===== config.mk =====
export PLATFORM = sky130hd
export DESIGN_NAME = ucode_dp_seq
export DESIGN_NICKNAME = d
export VERILOG_FILES = /design/src/rtl/useq_pkg.sv /design/src/rtl/useq_ctrl_store.sv /design/src/rtl/useq_datapath.sv /design/src/rtl/useq_sequencer.sv /design/src/rtl/ucode_dp_seq.sv
export SDC_FILE = /design/constraint.sdc
export NUM_CORES = 2
export LEC_CHECK = 0
export BUFFER_PORTS_ARGS = -buffer_cell sky130_fd_sc_hd__buf_2
export CORE_MARGIN = 10
export CORE_UTILIZATION = 63
export CTS_BUF_LIST = sky130_fd_sc_hd__clkbuf_16
export CTS_CLUSTER_SIZE = 14
export DETAILED_ROUTE_END_ITERATION = 8
export GPL_TIMING_DRIVEN = 0
export PLACE_DENSITY = 0.81
export SLEW_MARGIN = 20
export SYNTH_ARGS = -nofsm -noshare
export SYNTH_HDL_FRONTEND = slang
export SYNTH_SLANG_ARGS = --single-unit

===== constraint.sdc =====
create_clock -name clk -period 12.8 [get_ports clk]
set_input_delay 2.56 -clock clk [delete_from_list [all_inputs] [get_ports clk]]
set_output_delay 2.56 -clock clk [all_outputs]
set_load 0.05 [all_outputs]

===== src/rtl/useq_pkg.sv =====
// Package: shared sizes, source codes and the control word layout.
// Assumes NREG <= 2**SELW - 1 so the top operand index can mean "zero".
package useq_pkg;
    parameter int DW   = 32;
    parameter int NREG = 3;
    parameter int ROWS = 16;

    localparam int PCW     = $clog2(ROWS);
    localparam int SELW    = $clog2(NREG + 1);
    localparam int CNT_IDX = 0;
    localparam int RES_IDX = 1;

    typedef enum logic [1:0] {
        SRC_N   = 2'd0,
        SRC_DEC = 2'd1,
        SRC_MUL = 2'd2,
        SRC_ONE = 2'd3
    } src_e;

    // Packed MSB first: the last field sits at bit 0.
    typedef struct packed {
        logic [SELW-1:0]       zsel;
        logic [SELW-1:0]       mulb;
        logic [SELW-1:0]       mula;
        logic [SELW-1:0]       decsel;
        logic [NREG-1:0][1:0]  src;
        logic [NREG-1:0]       ld;
        logic                  halt;
        logic [PCW-1:0]        alt;
        logic [PCW-1:0]        nxt;
    } uword_t;

    localparam int UW = $bits(uword_t);
endpackage


===== src/rtl/useq_ctrl_store.sv =====
// Control table: ROWS words, one write port, one combinational read port.
// Assumes the row pointer is always below ROWS (guaranteed by PCW sizing).
module useq_ctrl_store
    import useq_pkg::*;
(
    input  logic           clk,
    input  logic           rst_n,
    input  logic           we,
    input  logic [PCW-1:0] waddr,
    input  logic [UW-1:0]  wdata,
    input  logic [PCW-1:0] raddr,
    output uword_t         rword
);
    logic [UW-1:0] mem [ROWS];

    // Table storage: cleared on reset, written one row per enabled edge.
    always_ff @(posedge clk) begin
        if (!rst_n) begin
            for (int i = 0; i < ROWS; i++) begin
                mem[i] <= '0;
            end
        end else if (we) begin
            mem[waddr] <= wdata;
        end
    end

    // Row fetch for the step currently executing.
    always_comb begin
        rword = uword_t'(mem[raddr]);
    end
endmodule


===== src/rtl/useq_datapath.sv =====
// Register file with per-register load enable and source select, one
// decrement unit, one multiplier (low DW bits) and a zero test.
// Assumes exec is never high in the same cycle as load_n.
module useq_datapath
    import useq_pkg::*;
(
    input  logic          clk,
    input  logic          rst_n,
    input  logic          load_n,
    input  logic [DW-1:0] n_in,
    input  logic          exec,
    input  uword_t        uw,
    output logic          zero,
    output logic [DW-1:0] count_q,
    output logic [DW-1:0] result
);
    logic [DW-1:0] regs [NREG];
    logic [DW-1:0] dec_op, mul_a, mul_b, z_op;
    logic [DW-1:0] dec_res, mul_res;
    logic [2*DW-1:0] prod_full;

    // Operand read: index beyond the file returns zero.
    function automatic logic [DW-1:0] rd(input logic [SELW-1:0] idx,
                                          input logic [DW-1:0] r [NREG]);
        logic [DW-1:0] v;
        v = '0;
        for (int k = 0; k < NREG; k++) begin
            if (idx == SELW'(k)) v = r[k];
        end
        return v;
    endfunction

    // Operand muxes for the functional units and the zero test.
    always_comb begin
        dec_op = rd(uw.decsel, regs);
        mul_a  = rd(uw.mula, regs);
        mul_b  = rd(uw.mulb, regs);
        z_op   = rd(uw.zsel, regs);
    end

    // Functional units: decrement and truncated multiply.
    always_comb begin
        dec_res   = dec_op - DW'(1);
        prod_full = mul_a * mul_b;
        mul_res   = prod_full[DW-1:0];
    end

    // Zero status seen by the sequencer.
    always_comb begin
        zero = (z_op == '0);
    end

    for (genvar g = 0; g < NREG; g++) begin : g_reg
        logic [DW-1:0] nxt_val;

        // Source select for this register.
        always_comb begin
            unique case (src_e'(uw.src[g]))
                SRC_N:   nxt_val = n_in;
                SRC_DEC: nxt_val = dec_res;
                SRC_MUL: nxt_val = mul_res;
                default: nxt_val = DW'(1);
            endcase
        end

        // Register update: start load for the count register, else row enable.
        always_ff @(posedge clk) begin
            if (!rst_n) begin
                regs[g] <= '0;
            end else if (load_n && (g == CNT_IDX)) begin
                regs[g] <= n_in;
            end else if (exec && uw.ld[g]) begin
                regs[g] <= nxt_val;
            end
        end
    end

    // Outputs of fixed registers.
    always_comb begin
        count_q = regs[CNT_IDX];
        result  = regs[RES_IDX];
    end
endmodule


===== src/rtl/useq_sequencer.sv =====
// Row pointer and run state. One row per cycle while running; halt ends
// the run and raises done. Start has priority over everything else.
module useq_sequencer
    import useq_pkg::*;
(
    input  logic           clk,
    input  logic           rst_n,
    input  logic           start,
    input  logic           zero,
    input  uword_t         uw,
    output logic [PCW-1:0] pc,
    output logic           running,
    output logic           exec,
    output logic           done
);
    // A row applies its loads only when it is live and not a halt.
    always_comb begin
        exec = running && !uw.halt && !start;
    end

    // Row pointer, run flag and done flag.
    always_ff @(posedge clk) begin
        if (!rst_n) begin
            pc      <= '0;
            running <= 1'b0;
            done    <= 1'b0;
        end else if (start) begin
            pc      <= '0;
            running <= 1'b1;
            done    <= 1'b0;
        end else if (running) begin
            if (uw.halt) begin
                running <= 1'b0;
                done    <= 1'b1;
            end else begin
                pc <= zero ? uw.alt : uw.nxt;
            end
        end
    end
endmodule


===== src/rtl/ucode_dp_seq.sv =====
// Top: table-driven register datapath sequencer. Joins the control table,
// the sequencer and the datapath. Assumes the table is written while idle.
module ucode_dp_seq
    import useq_pkg::*;
(
    input  logic                   clk,
    input  logic                   rst_n,
    input  logic                   start,
    input  logic [DW-1:0]          n_in,
    input  logic                   tbl_we,
    input  logic [PCW-1:0]         tbl_addr,
    input  logic [UW-1:0]          tbl_wdata,
    output logic                   done,
    output logic [DW-1:0]          result
);
    uword_t         uw;
    logic [PCW-1:0] pc;
    logic           running;
    logic           exec;
    logic           zero;
    logic [DW-1:0]  count_q;

    useq_ctrl_store u_store (
        .clk   (clk),
        .rst_n (rst_n),
        .we    (tbl_we),
        .waddr (tbl_addr),
        .wdata (tbl_wdata),
        .raddr (pc),
        .rword (uw)
    );

    useq_sequencer u_seq (
        .clk     (clk),
        .rst_n   (rst_n),
        .start   (start),
        .zero    (zero),
        .uw      (uw),
        .pc      (pc),
        .running (running),
        .exec    (exec),
        .done    (done)
    );

    useq_datapath u_dp (
        .clk     (clk),
        .rst_n   (rst_n),
        .load_n  (start),
        .n_in    (n_in),
        .exec    (exec),
        .uw      (uw),
        .zero    (zero),
        .count_q (count_q),
        .result  (result)
    );
endmodule


==> impl_metrics.csv <==
group,metric,value,unit
cells_and_area,post-route-util,69.31,%
timing,hold_violations,0,
logic_synthesis,ys_ff_latch,522,
cells_and_area,drive_gt1_share,12.11,%
floorplan,row_count,96,
logic_synthesis,synth_edf_count,416,
place,place_congestion,1.072,
clock_tree,clk_path_buf_depth,3,
logic_synthesis,netlist_area,43440,um2
worst_setup_path,worstPathArrival,13090,ps
logic_synthesis,ys_top_cells_by_count,"449 x and2_1, 439 x nor2_1, 416 x edfxtp_1",
worst_setup_path,path_buf_inv,10,
worst_setup_path,regToRegSetupSlack,240,ps
global_route,track_usage,40.27,%
logic_synthesis,syn_nets,4691,
logic_synthesis,synthArstFlopShare,0,%
timing,finalSetupViolations,0,
timing,fmax,79.63,MHz
power_and_ir_drop,finalPower,4.624,mW
clock_tree,path_clk_slew,60,ps
route,wl_per_cell,30.41,um
timing,post-route-period-util,98.11,%
power_and_ir_drop,power_density,97.44,nW/um2
worst_setup_path,criticalPathCategory,"flop to flop",
worst_setup_path,critPathCaptureType,"flop",
logic_synthesis,synth_area_leaders,"edfxtp_1 29%, fa_1 19%, and2_1 6.5%, mux4_2 5.8%, dfxtp_1 4.9%",
worst_setup_path,reg2reg_depth,36,
clock_tree,root_buffer,"clkbuf_16",
global_route,grt_max_degree,18,
cells_and_area,multi_input_area,26170,um2
route,vias,34810,
floorplan,die_w,282.6,um
clock_tree,postCtsSetupBuffers,0,
route,viasPerCell,6.709,
cells_and_area,fill_cells,5019,
logic_synthesis,synth-main-ff-cell,"edfxtp_1",
logic_synthesis,ys_seq_area_share,33.64,%
floorplan,ios,99,
logic_synthesis,syn-instance-count,4093,
logic_synthesis,synth_cell_types,93,
cells_and_area,syn_to_final_growth,9.255,%
logic_synthesis,synth_largest_area_cell,"edfxtp_1",
worst_setup_path,crit_cells,36,
route,wirelength,157800,um
clock_tree,clk_latency,640,ps
route,antenna_left,0,
place,dp_hpwl,119600,um
run,drv_cap,0,
global_route,antenna_found_initial,9,
global_route,grt_pass1_vias,35530,
power_and_ir_drop,ir_worst_vdd,0.1591,mV
worst_setup_path,crit_top_cell,"fa_1",
floorplan,coreArea,68470,um2
route,drcViolationCount,0,
clock_tree,cts_tree,"yes",
timing,worst_slew_pin_slew,1283,ps
route,first_pass_iters,9,
route,drt_iter0_markers,4990,
global_route,grt_overflow,0,
timing,drv_slew,0,
floorplan,die_area,79850,um2
clock_tree,postCtsHoldBufs,0,
logic_synthesis,synth_top_area_share,28.76,%
worst_setup_path,path_delay_family,"adder cells",
floorplan,die_height,282.6,um
worst_setup_path,crit_path_max_incr_delay,740,ps
logic_synthesis,yosys_warnings,0,
logic_synthesis,synth.avg_cell_area,10.61,um2
global_route,grt_pass1_wl,233700,um
worst_setup_path,reg2reg_to,"u_dp.result[30]$_SDFFE_PN0P_",
timing,rsz0062_at_grt,"no",
worst_setup_path,critical_path.startpoint_type,"flop",
worst_setup_path,worstPathMaxFanout,10,
cells_and_area,nNetsFinal,4863,
floorplan,floorplan.initialDensity,63.44,%
worst_setup_path,slowest_stage,"a22oi_1",
clock_tree,htreeDepth,2,
place,io_buffers,97,
cells_and_area,register_area,14610,um2
logic_synthesis,synthMostInstantiatedCell,"and2_1",
hold_path,holdCritPathClass,"flop to flop",
power_and_ir_drop,leakagePower,19.43,nW
clock_tree,cts.sinks,522,
worst_setup_path,required,13330,ps
clock_tree,numCtsBuffers,54,
worst_setup_path,crit_end,"u_dp.result[30]$_SDFFE_PN0P_",
status,status,"finished clean",
timing,period_minus_slack,12560,ps
timing,fin_skew,44.36,ps
timing,slew-limit-headroom,13.57,%
==> routing by layer <==
metal / vias to the layer above / GRT usage [%] / routed length, um
met5: - / 0 / 83
met1: 16980 / 48.08 / 53050
met3: 822 / 13.81 / 21910
met4: 14 / 28.44 / 14540
li1: 14180 / - / -
met2: 2813 / 60.75 / 68190
==> tightest hold or removal path: cells and delay by family, from the launching register on <==
family,cells,cell delay (ps)
AOI/OAI and AO/OA,1,60
and+or+nand+nor,1,90
DFF,1,300
==> stage by stage <==
step                      hold slack, ps  cell area, um2  setup slack (ps)  setup TNS [ps]  std cells
after global routing               541.4           47450             90.35               0       5187
after floorplan                    448.7           43440              3415               0       4093
after CTS                          502.9           47420             178.6               0       5187
final                              506.5           47460             242.4               0       5188
after global placement             471.3           45030            -727.0           -2023       5072
after detailed placement           480.3           45700           -0.7265         -0.7265       5092
==> worst min-delay path by stage <==
stage	slack, ps	endpoint	start	cells after the start
after global placement	470	u_seq.done$_SDFFE_PP0P_	u_seq.running$_SDFF_PN0_	2
final	510	u_seq.pc[3]$_SDFFE_PP0P_	u_seq.pc[3]$_SDFFE_PP0P_	2
after CTS	500	u_seq.done$_SDFFE_PP0P_	u_seq.running$_SDFF_PN0_	2
after global routing	540	u_seq.pc[3]$_SDFFE_PP0P_	u_seq.pc[3]$_SDFFE_PP0P_	2
after floorplan	450	u_seq.done$_SDFFE_PP0P_	u_seq.running$_SDFF_PN0_	2
after detailed placement	480	u_seq.done$_SDFFE_PP0P_	u_seq.running$_SDFF_PN0_	2
==> cells by family after synthesis <==
logic type / after synthesis / share of synthesized area, %
flops: 522 / 33.64
xor+xnor: 97 / 2.304
compound gates: 567 / 9.137
buf+inv: 702 / 6.709
fa+ha+maj: 532 / 22.38
mux: 268 / 9.802
simple gates: 1405 / 16.03
==> sequential cells by signal, indices dropped and copies added, names as in the netlist, named ones only <==
name and count:
u_dp.count_q 32, u_store.mem 416, u_seq.pc 4, u_seq.running 1, u_dp.regs 32, u_seq.done 1, u_dp.result 32
==> power breakdown <==
group / switching, mW / leakage [nW] / internal (mW)
clock network: 0.696 / 0.879 / 0.868
logic: 0.726 / 13.7 / 0.346
registers: 0.0683 / 4.83 / 1.92
total: 1.49 / 19.4 / 3.13
==> cell usage in the layout (no fill, tap or decap), types with 16 or more instances in the layout <==
cell type	synthesis	final
nand2_1	289	289
and2_1	449	449
o211ai_1	25	25
a22oi_1	20	20
o221ai_1	16	16
buf_4	40	42
inv_1	412	422
edfxtp_1	416	416
xor2_1	33	31
o22ai_1	23	23
o21a_1	20	20
o211a_1	28	28
nor2b_1	33	33
mux2_2	35	35
nor4_1	19	19
buf_2	24	121
fa_1	408	408
a21oi_1	109	109
nand3_1	43	43
clkbuf_1	206	203
mux4_2	112	112
o21ai_1	18	17
clkbuf_16	0	54
xnor2_1	53	51
o21ai_0	126	113
a21o_1	23	23
nand2b_1	40	36
nor2_1	439	439
or2_2	38	38
a22o_1	30	30
mux2i_1	112	111
dfxtp_1	106	106
ha_1	124	124
==> cell type report <==
class	instances	area share [%]
tap	882	2.325
clock buffer	54	2.847
timing repair buffer	117	1.975
buffer	289	2.879
multi-input combinational	2869	55.14
antenna	2	0.01055
sequential	522	30.79
clock inverter	41	0.7672
inverter	412	3.259
==> repair_timing <==
item / CTS / global route
gates resized for setup: 1 / 4
gates cloned: 0 / 0
setup endpoints to repair: 1 / 9
pin swaps: 0 / 0
No activity file was read; power rests on OpenSTA's default activity.
